`config.mk`:
```
export PLATFORM = sky130hd
export DESIGN_NAME = irq_target_router
export DESIGN_NICKNAME = d
export VERILOG_FILES = /design/src/rtl/irq_route_pkg.sv /design/src/rtl/irq_tgt_store.sv /design/src/rtl/irq_route_build.sv /design/src/rtl/irq_pend_eval.sv /design/src/rtl/irq_target_router.sv
export SDC_FILE = /design/constraint.sdc
export NUM_CORES = 1
export LEC_CHECK = 0
export BUFFER_PORTS_ARGS = -buffer_cell sky130_fd_sc_hd__buf_2
export CORE_MARGIN = 2
export CORE_UTILIZATION = 30
export DETAILED_ROUTE_END_ITERATION = 6
export PLACE_DENSITY = 0.59
export SYNTH_ARGS = -nofsm -noshare
export SYNTH_HDL_FRONTEND = slang
export SYNTH_SLANG_ARGS = --single-unit
```
`constraint.sdc`:
```
create_clock -name clk -period 3 [get_ports clk]
set_input_delay 0 -clock clk [delete_from_list [all_inputs] [get_ports clk]]
set_output_delay 0 -clock clk [all_outputs]
set_load 0.005 [all_outputs]
```
`src/rtl/irq_route_pkg.sv`:
```
package irq_route_pkg;
  localparam int PRIV_IRQS = 32;
  localparam int MAX_CPUS  = 8;
  typedef logic [7:0] tgt_byte_t;
endpackage

```
`src/rtl/irq_tgt_store.sv`:
```
// Target byte table for shared interrupts plus the write handshake.
module irq_tgt_store
  import irq_route_pkg::*;
#(
  parameter int NUM_IRQ = 64,
  parameter int NUM_CPU = 4,
  localparam int NUM_SPI = NUM_IRQ - PRIV_IRQS,
  localparam int IW = $clog2(NUM_IRQ)
) (
  input  logic                            clk,
  input  logic                            rst_n,
  input  logic                            wr_valid,
  output logic                            wr_ready,
  input  logic [IW-1:0]                   wr_irq,
  input  tgt_byte_t                       wr_byte,
  output logic                            rebuild_o,
  output logic [NUM_SPI-1:0][NUM_CPU-1:0] tgt_o
);
  logic          busy_q;
  logic          accept;
  logic          is_shared;
  logic [IW-1:0] spi_idx;

  assign wr_ready  = !busy_q;
  assign accept    = wr_valid && wr_ready;
  assign is_shared = (wr_irq >= IW'(PRIV_IRQS));
  assign spi_idx   = wr_irq - IW'(PRIV_IRQS);
  assign rebuild_o = busy_q;

  always_ff @(posedge clk) begin
    if (!rst_n) busy_q <= 1'b0;
    else        busy_q <= accept;
  end

  for (genvar s = 0; s < NUM_SPI; s++) begin : g_slot
    always_ff @(posedge clk) begin
      if (!rst_n)
        tgt_o[s] <= '0;
      else if (accept && is_shared && (spi_idx == IW'(s)))
        tgt_o[s] <= wr_byte[NUM_CPU-1:0];
    end
  end
endmodule

```
`src/rtl/irq_route_build.sv`:
```
// Per-CPU route bitmaps, refreshed from the target table on rebuild only.
module irq_route_build
  import irq_route_pkg::*;
#(
  parameter int NUM_IRQ = 64,
  parameter int NUM_CPU = 4,
  localparam int NUM_SPI = NUM_IRQ - PRIV_IRQS,
  localparam int CW = $clog2(NUM_CPU + 1)
) (
  input  logic                            clk,
  input  logic                            rst_n,
  input  logic                            rebuild_i,
  input  logic [CW-1:0]                   online_i,
  input  logic [NUM_SPI-1:0][NUM_CPU-1:0] tgt_i,
  output logic [NUM_CPU-1:0][NUM_SPI-1:0] route_d,
  output logic [NUM_CPU-1:0][NUM_SPI-1:0] route_q
);
  for (genvar c = 0; c < NUM_CPU; c++) begin : g_cpu
    logic [NUM_SPI-1:0] column;
    logic               online;

    for (genvar s = 0; s < NUM_SPI; s++) begin : g_col
      assign column[s] = tgt_i[s][c];
    end

    assign online     = (CW'(c) < online_i);
    assign route_d[c] = (rebuild_i && online) ? column : route_q[c];

    always_ff @(posedge clk) begin
      if (!rst_n) route_q[c] <= '0;
      else        route_q[c] <= route_d[c];
    end
  end
endmodule

```
`src/rtl/irq_pend_eval.sv`:
```
// Per-CPU pending decision, registered on recompute events.
module irq_pend_eval
  import irq_route_pkg::*;
#(
  parameter int NUM_IRQ = 64,
  parameter int NUM_CPU = 4,
  localparam int NUM_SPI = NUM_IRQ - PRIV_IRQS,
  localparam int CW = $clog2(NUM_CPU + 1)
) (
  input  logic                            clk,
  input  logic                            rst_n,
  input  logic                            dist_en_i,
  input  logic                            recompute_i,
  input  logic [CW-1:0]                   online_i,
  input  logic [NUM_CPU-1:0][NUM_SPI-1:0] route_i,
  input  logic [NUM_CPU-1:0][PRIV_IRQS-1:0] priv_en_i,
  input  logic [NUM_CPU-1:0][PRIV_IRQS-1:0] priv_pnd_i,
  input  logic [NUM_SPI-1:0]              spi_en_i,
  input  logic [NUM_SPI-1:0]              spi_pnd_i,
  output logic [NUM_CPU-1:0]              pend_o
);
  logic [NUM_SPI-1:0] spi_live;
  logic [NUM_CPU-1:0] hit;

  assign spi_live = spi_en_i & spi_pnd_i;

  for (genvar c = 0; c < NUM_CPU; c++) begin : g_cpu
    logic priv_hit, spi_hit;
    assign priv_hit = |(priv_en_i[c] & priv_pnd_i[c]);
    assign spi_hit  = |(spi_live & route_i[c]);
    assign hit[c]   = (CW'(c) < online_i) && (priv_hit || spi_hit);
  end

  always_ff @(posedge clk) begin
    if (!rst_n)          pend_o <= '0;
    else if (!dist_en_i) pend_o <= '0;
    else if (recompute_i) pend_o <= hit;
  end
endmodule

```
`src/rtl/irq_target_router.sv`:
```
module irq_target_router
  import irq_route_pkg::*;
#(
  parameter int NUM_IRQ = 64,
  parameter int NUM_CPU = 4,
  localparam int NUM_SPI = NUM_IRQ - PRIV_IRQS,
  localparam int IW = $clog2(NUM_IRQ),
  localparam int CW = $clog2(NUM_CPU + 1)
) (
  input  logic                         clk,
  input  logic                         rst_n,
  input  logic                         tgt_wr_valid,
  output logic                         tgt_wr_ready,
  input  logic [IW-1:0]                tgt_wr_irq,
  input  logic [7:0]                   tgt_wr_byte,
  input  logic [CW-1:0]                online_i,
  input  logic                         dist_en_i,
  input  logic                         state_chg_i,
  input  logic [NUM_CPU*PRIV_IRQS-1:0] priv_en_i,
  input  logic [NUM_CPU*PRIV_IRQS-1:0] priv_pnd_i,
  input  logic [NUM_SPI-1:0]           spi_en_i,
  input  logic [NUM_SPI-1:0]           spi_pnd_i,
  output logic [NUM_CPU-1:0]           pend_o
);
  initial begin
    if (NUM_CPU < 1 || NUM_CPU > MAX_CPUS) $error("NUM_CPU out of range");
    if (NUM_IRQ <= PRIV_IRQS) $error("NUM_IRQ must exceed the private bank");
  end

  logic                              rebuild;
  logic [NUM_SPI-1:0][NUM_CPU-1:0]   tgt_tab;
  logic [NUM_CPU-1:0][NUM_SPI-1:0]   route_d;
  logic [NUM_CPU-1:0][NUM_SPI-1:0]   route_q;
  logic [NUM_CPU-1:0][PRIV_IRQS-1:0] priv_en_a;
  logic [NUM_CPU-1:0][PRIV_IRQS-1:0] priv_pnd_a;

  assign priv_en_a  = priv_en_i;
  assign priv_pnd_a = priv_pnd_i;

  irq_tgt_store #(.NUM_IRQ(NUM_IRQ), .NUM_CPU(NUM_CPU)) store_i (
    .clk       (clk),
    .rst_n     (rst_n),
    .wr_valid  (tgt_wr_valid),
    .wr_ready  (tgt_wr_ready),
    .wr_irq    (tgt_wr_irq),
    .wr_byte   (tgt_wr_byte),
    .rebuild_o (rebuild),
    .tgt_o     (tgt_tab)
  );

  irq_route_build #(.NUM_IRQ(NUM_IRQ), .NUM_CPU(NUM_CPU)) route_i (
    .clk       (clk),
    .rst_n     (rst_n),
    .rebuild_i (rebuild),
    .online_i  (online_i),
    .tgt_i     (tgt_tab),
    .route_d   (route_d),
    .route_q   (route_q)
  );

  irq_pend_eval #(.NUM_IRQ(NUM_IRQ), .NUM_CPU(NUM_CPU)) eval_i (
    .clk         (clk),
    .rst_n       (rst_n),
    .dist_en_i   (dist_en_i),
    .recompute_i (state_chg_i || rebuild),
    .online_i    (online_i),
    .route_i     (route_d),
    .priv_en_i   (priv_en_a),
    .priv_pnd_i  (priv_pnd_a),
    .spi_en_i    (spi_en_i),
    .spi_pnd_i   (spi_pnd_i),
    .pend_o      (pend_o)
  );
endmodule

```
==> flow_summary.yaml, run 1 <==
timing:
  worst-slew-pin-transition_ns: 0.922
  slew_headroom_pct: 38.5
  fin_worst_skew_ns: 0.0171
  hold_viol_final: 0
  fmax_mhz: 368
  tns_ns: 0
  rsz0062_at_grt: "false"
  drv_slew: 0
  setup_viol: 0
  final.period_utilization_pct: 90.6
  period_needed_ns: 2.72
logic_synthesis:
  ys_warn_count: 0
  syn_area_um2: 11400
  synth_edf_count: 0
  ys_ff_latch: 261
  synth_top_area_share_pct: 45.9
  async_flop_share_pct: 0
  synth_nets: 1500
  netlist_top_cells_area: "dfxtp_1 46%, mux2i_1 19%, nor2b_1 12%, o22ai_1 3.2%, nand2_1 3.0%"
  synth_largest_area_cell: "dfxtp_1"
  postSynthAreaPerCell_um2: 9.82
  ys_types: 41
  yosysSeqAreaShare_pct: 45.9
  synth_top_flop_cell: "dfxtp_1"
  syn_inst: 1158
worst_setup_path:
  critPathArrivalTime_ns: 3.15
  endpoint_kind: "flip-flop"
  slowest_stage: "nor4_1"
  max_stage_delay_ns: 0.64
  criticalPathCategory: "reg2reg"
  crit_path_frequent_cell: "nor4_1"
  r2r_slack_ns: 0.28
  required_ns: 3.43
  worstPathMaxFanout: 18
  startpoint_type: "flip-flop"
  worstPathCellList: "buf_4 -> nand2_2 -> buf_12 -> mux2i_1 -> o2111ai_1 -> nor4_1 -> nand4_1 -> nor4_1 -> nor3_1"
clock_tree:
  post_cts_resized: 0
  worstSkewPairLatency_ns: 0.55
  clockRootBuffer: "clkbuf_16"
  cts.sinks: 261
  post-cts-setup-buffer-count: 0
  cts_buffers: 28
  htreeDepth: 1
  clockBufferDepth: 3
  path_clk_slew_ns: 0.06
  cts_tree: "done"
  ctsHoldBuffers: 11
route:
  viasPerCell: 4.84
  dr.pass1.iters: 5
  detail-route-antenna-nets: 0
  drc: 0
  drt_iter0_markers: 593
  post_drt_wl_per_cell_um: 18.5
  num_vias: 9842
  routed_wl_um: 37700
floorplan:
  std_cell_rows: 71
  die_x_um: 199
  ios: 347
  die-area_um2: 39500
  die_h_um: 199
  start_util_pct: 30.3
  core_um2: 37500
placed_design:
  io_buffers: 342
  place_area_um2: 13700
  place_congestion: 0.847
  hpwlAfterDp_um: 27800
global_routing:
  gr-total-overflow: 0
  grt_max_degree: 153
  grt_pass1_vias: 9299
  antenna_found_initial: 2
  grtUsageTotal_pct: 18.2
  grt_first_pass_wirelength_um: 54000
cells_and_area:
  nNetsFinal: 1842
  final_cell_mix: "341 x buf_2, 261 x dfxtp_1, 221 x nor2b_1"
  layout_commonest_cell: "buf_2"
  layout-drive-gt1-share_pct: 27.7
  fillers: 3806
  area_delta_synth_final_pct: 29.7
  final_cell_area_um2: 14700
worst_hold_path:
  hold_class: "in2reg"
power_and_ir_drop:
  pwr_density_cell_nw_per_um2: 521
  ir_worst_vdd_mv: 0.451
  leakagePower_nw: 6.37
  power.total_w: 0.00768
outcome:
  outcome: "completed"
run:
  maxCapViolCount: 0
## report_power, final
group / switching [W] / total [W] / leakage (nW) / internal [W]
clock network: 0.00140 / 0.00351 / 0.467 / 0.00212
registers: 0.00000928 / 0.00349 / 2.10 / 0.00348
logic: 0.000351 / 0.000679 / 3.80 / 0.000328
total: 0.00176 / 0.00768 / 6.37 / 0.00592
## registers in the layout, summed over array words and instances, names as in the netlist
name,cells
route_i.route_q,128
store_i.rebuild_o,1
store_i.tgt_o,128
eval_i.pend_o,4
## per-layer routing
| metal | global-route usage, % | vias to the layer above | routed length [µm] |
|---|---|---|---|
| met1 | 24.9 | 4602 | 17200 |
| met5 | 0 | - | 0 |
| met4 | 5.97 | 0 | 1160 |
| li1 | - | 4812 | - |
| met3 | 2.53 | 64 | 2280 |
| met2 | 29.6 | 364 | 17100 |
## worst paths after layout
check	from	endpoint	depth (start not counted)
worst max-delay path	store_i.rebuild_o	eval_i.pend_o[3]	9
worst min-delay path	tgt_wr_irq[2]	store_i.tgt_o[32]	4
worst max register to register	store_i.rebuild_o	eval_i.pend_o[3]	9
worst min register to register	store_i.tgt_o[38]	store_i.tgt_o[38]	2
## critical path: cells and delay by family, from the launching register on
kind | cells | cell delay (ns)
and+or+nand+nor | 5 | 1.27
DFF | 1 | 0.49
buffers and inverters | 2 | 0.44
muxes | 1 | 0.22
AOI/OAI and AO/OA | 1 | 0.19
## cell families (layout without fill, tap and decap cells)
logic type      count (synthesis)  count (layout)  share of synthesized area, %
simple gates                  432             432                          20.7
flops                         261             261                          45.9
mux                           217             217                          19.1
compound gates                177             177                          11.5
buf+inv                        71             435                          2.70
other cells                     0               1                             0
## final cells by class
type                            count  area, µm²  area share [%]
Multi-Input combinational cell    826       5850            39.7
Sequential cell                   261       5230            35.4
Timing Repair Buffer              382       2080            14.1
Clock buffer                       45        856            5.80
Tap cell                          511        639            4.34
Clock inverter                      7       88.8           0.602
Inverter                            1       3.75          0.0255
Antenna cell                        1       2.50          0.0170
## synth_stat cells, types with 2 or more instances
library cell    n
dfxtp_1       261
nor2b_1       221
mux2i_1       217
nand2_1        92
o22ai_1        59
clkbuf_1       56
nand3_1        49
a21boi_0       40
a22oi_1        26
nor2_1         21
a221oi_1       18
a22o_1         18
nor4_1         15
nand4_1         9
buf_2           8
nor3_1          7
nand2b_1        5
buf_4           4
a21oi_1         3
o21ai_0         3
or4_1           3
and2_1          2
and3_1          2
buf_6           2
## per-stage QoR
stage	instances	utilization [%]	hold WS [ns]	setup WS (ns)
global placement	1970	36.5	0.355	0.337
global route	2033	39.3	0.0370	0.117
finish	2034	39.3	0.0398	0.282
floorplan	1158	-	0.169	0.878
detailed placement	1970	36.5	0.359	0.255
CTS	2033	39.3	0.00666	0.265
Note: power is estimated with default switching activity, not from simulation.
==> run 2, diff against run 1 <==
Settings changed: CORE_MARGIN 2 to 5.
==> run 2 against run 1 <==
  * Core utilization about the same
  * Hold slack gained 0.044 ns
  * Power about the same
  * Final cell count is 0.39% higher
  * Sequential share of layout area fell by 0.12 points
  * Clock power hardly changed
  * Clock skew decreased by 0.0013 ns
  * Combinational power increased by 1%
  * Critical endpoint is now eval_i.pend_o[1]
  * Fmax is 7.5% lower
  * Die area is 6.1% higher
==> flow_summary.yaml, run 2 (synthesis gave the netlist of run 1 again) <==
cells_and_area:
  layout_commonest_cell: "buf_2"
  layout-drive-gt1-share_pct: 28.3
  fillers: 3806
  nNetsFinal: 1848
  largest_registers: "route_i.route_q: 128 flops, store_i.tgt_o: 128 flops, eval_i.pend_o: 4 flops"
  area_delta_synth_final_pct: 30.1
  final_cell_mix: "341 x buf_2, 261 x dfxtp_1, 221 x nor2b_1"
worst_setup_path:
  critPathArrivalTime_ns: 3.36
  startpoint_type: "input port"
  reg2regPathDepth: 7
  startpoint: "online_i[2]"
  critical_path.endpoint: "eval_i.pend_o[1]"
  r2r_slack_ns: 0.17
  endpoint_kind: "flip-flop"
  worstPathCellList: "dlygate4sd3_1 -> buf_2 -> o21ai_4 -> mux2i_1 -> o22ai_1 -> or4_1 -> nor3_1 -> nand4_1 -> a32o_1"
  crit-reg2reg-launch: "store_i.rebuild_o"
  worstPathMaxFanout: 21
  required_ns: 3.42
  criticalPathCategory: "in2reg"
  max_stage_delay_ns: 0.89
  slowest_stage: "o21ai_4"
  reg2reg_to: "eval_i.pend_o[1]"
run:
  maxCapViolCount: 0
timing:
  rsz0062_at_grt: "false"
  tns_ns: 0
  hold_viol_final: 0
  worst-slew-pin-transition_ns: 1.12
  setup_viol: 0
  drv_slew: 0
  slew_headroom_pct: 24.9
  fin_worst_skew_ns: 0.0158
  fmax_mhz: 340
  final.period_utilization_pct: 97.9
  period_needed_ns: 2.94
floorplan:
  std_cell_rows: 71
  die_h_um: 205
  die_x_um: 205
  die-area_um2: 41900
  start_util_pct: 30.3
  core_um2: 37600
  ios: 347
placed_design:
  io_buffers: 342
  place_congestion: 0.955
  hpwlAfterDp_um: 30200
route:
  dr.pass1.iters: 7
  drt_iter0_markers: 776
  post_drt_wl_per_cell_um: 19.7
  num_vias: 10000
  viasPerCell: 4.92
  detail-route-antenna-nets: 0
  routed_wl_um: 40200
  drc: 0
power_and_ir_drop:
  power.total_w: 0.00768
  leakagePower_nw: 6.39
  pwr_density_cell_nw_per_um2: 519
  ir_worst_vdd_mv: 0.406
clock_tree:
  worstSkewPairLatency_ns: 0.54
  post_cts_resized: 0
  cts_buffers: 28
  clockRootBuffer: "clkbuf_16"
  htreeDepth: 1
  cts.sinks: 261
  path_clk_slew_ns: 0.06
  clockBufferDepth: 3
  cts_tree: "done"
worst_hold_path:
  hold_class: "in2reg"
global_routing:
  grt_pass1_vias: 10200
  grt_first_pass_wirelength_um: 58300
  grtUsageTotal_pct: 18.2
  antenna_found_initial: 7
  grt_max_degree: 138
  gr-total-overflow: 0
outcome:
  outcome: "completed"
run 2: cell types whose count changed in the layout (fill, tap and decap cells not counted), sizes merged:
cell / delta
buf: +6
clkbuf: -6
clkinv: +4
clkinvlp: +3
diode: +2
inv: -1
run 2: through the flow:
stage	worst slack (ns)	instance area (µm²)	hold WS, ns	cells	util [%]
2_1_floorplan	0.878	11400	0.169	1158	-
3_3_place_gp	0.149	13700	0.414	1969	36.4
3_5_place_dp	0.100	13700	0.425	1969	36.4
4_1_cts	0.0350	14700	0.0497	2032	39.2
5_1_grt	0.0144	14800	0.104	2042	39.4
6_report	0.0620	14800	0.0835	2042	39.4
run 2: worst max-delay path: cells and delay by family:
| kind | cells | cell delay, ns |
|---|---|---|
| and+or+nand+nor | 3 | 0.91 |
| AOI/OAI and AO/OA | 3 | 1.32 |
| muxes | 1 | 0.35 |
| buffers and inverters | 2 | 0.77 |
run 2: final cells by class:
cell class | count | area (µm²) | share of cell area, %
flip-flops and latches | 261 | 5230 | 35.3
inverters | 1 | 3.75 | 0.0254
clock buffers | 39 | 833 | 5.63
well taps | 511 | 639 | 4.32
clock inverters | 13 | 123 | 0.829
repair buffers | 388 | 2110 | 14.3
diodes | 3 | 7.51 | 0.0507
multi-input cells | 826 | 5850 | 39.6
run 2: power by group:
part	internal, W	total, W	switching, W
Clock	0.00211	0.00351	0.00140
Combinational	0.000336	0.000688	0.000352
Sequential	0.00348	0.00349	0.0000107
Total	0.00592	0.00768	0.00177
run 2: worst min path at each step:
stage / startpoint / end / cells past startpoint
after floorplan: tgt_wr_byte[3] / store_i.tgt_o[31] / 2
after global placement: state_chg_i / eval_i.pend_o[2] / 4
after detailed placement: state_chg_i / eval_i.pend_o[2] / 4
after CTS: tgt_wr_irq[3] / store_i.tgt_o[32] / 4
after global routing: tgt_wr_irq[3] / store_i.tgt_o[33] / 4
final: tgt_wr_irq[0] / store_i.tgt_o[115] / 5
run 2: timing repair:
item / CTS / global route
hold buffers: 11 / 0
endpoints found under the setup margin: 0 / 1
setup buffers: 0 / 7
hold endpoints to repair: 12 / 0
run 2: per-layer routing:
layer,share of wire [%],GRT usage [%]
met1,43,23.6
met2,46,29.9
met3,7.4,3.83
met4,3.6,6.72
met5,0.10,0
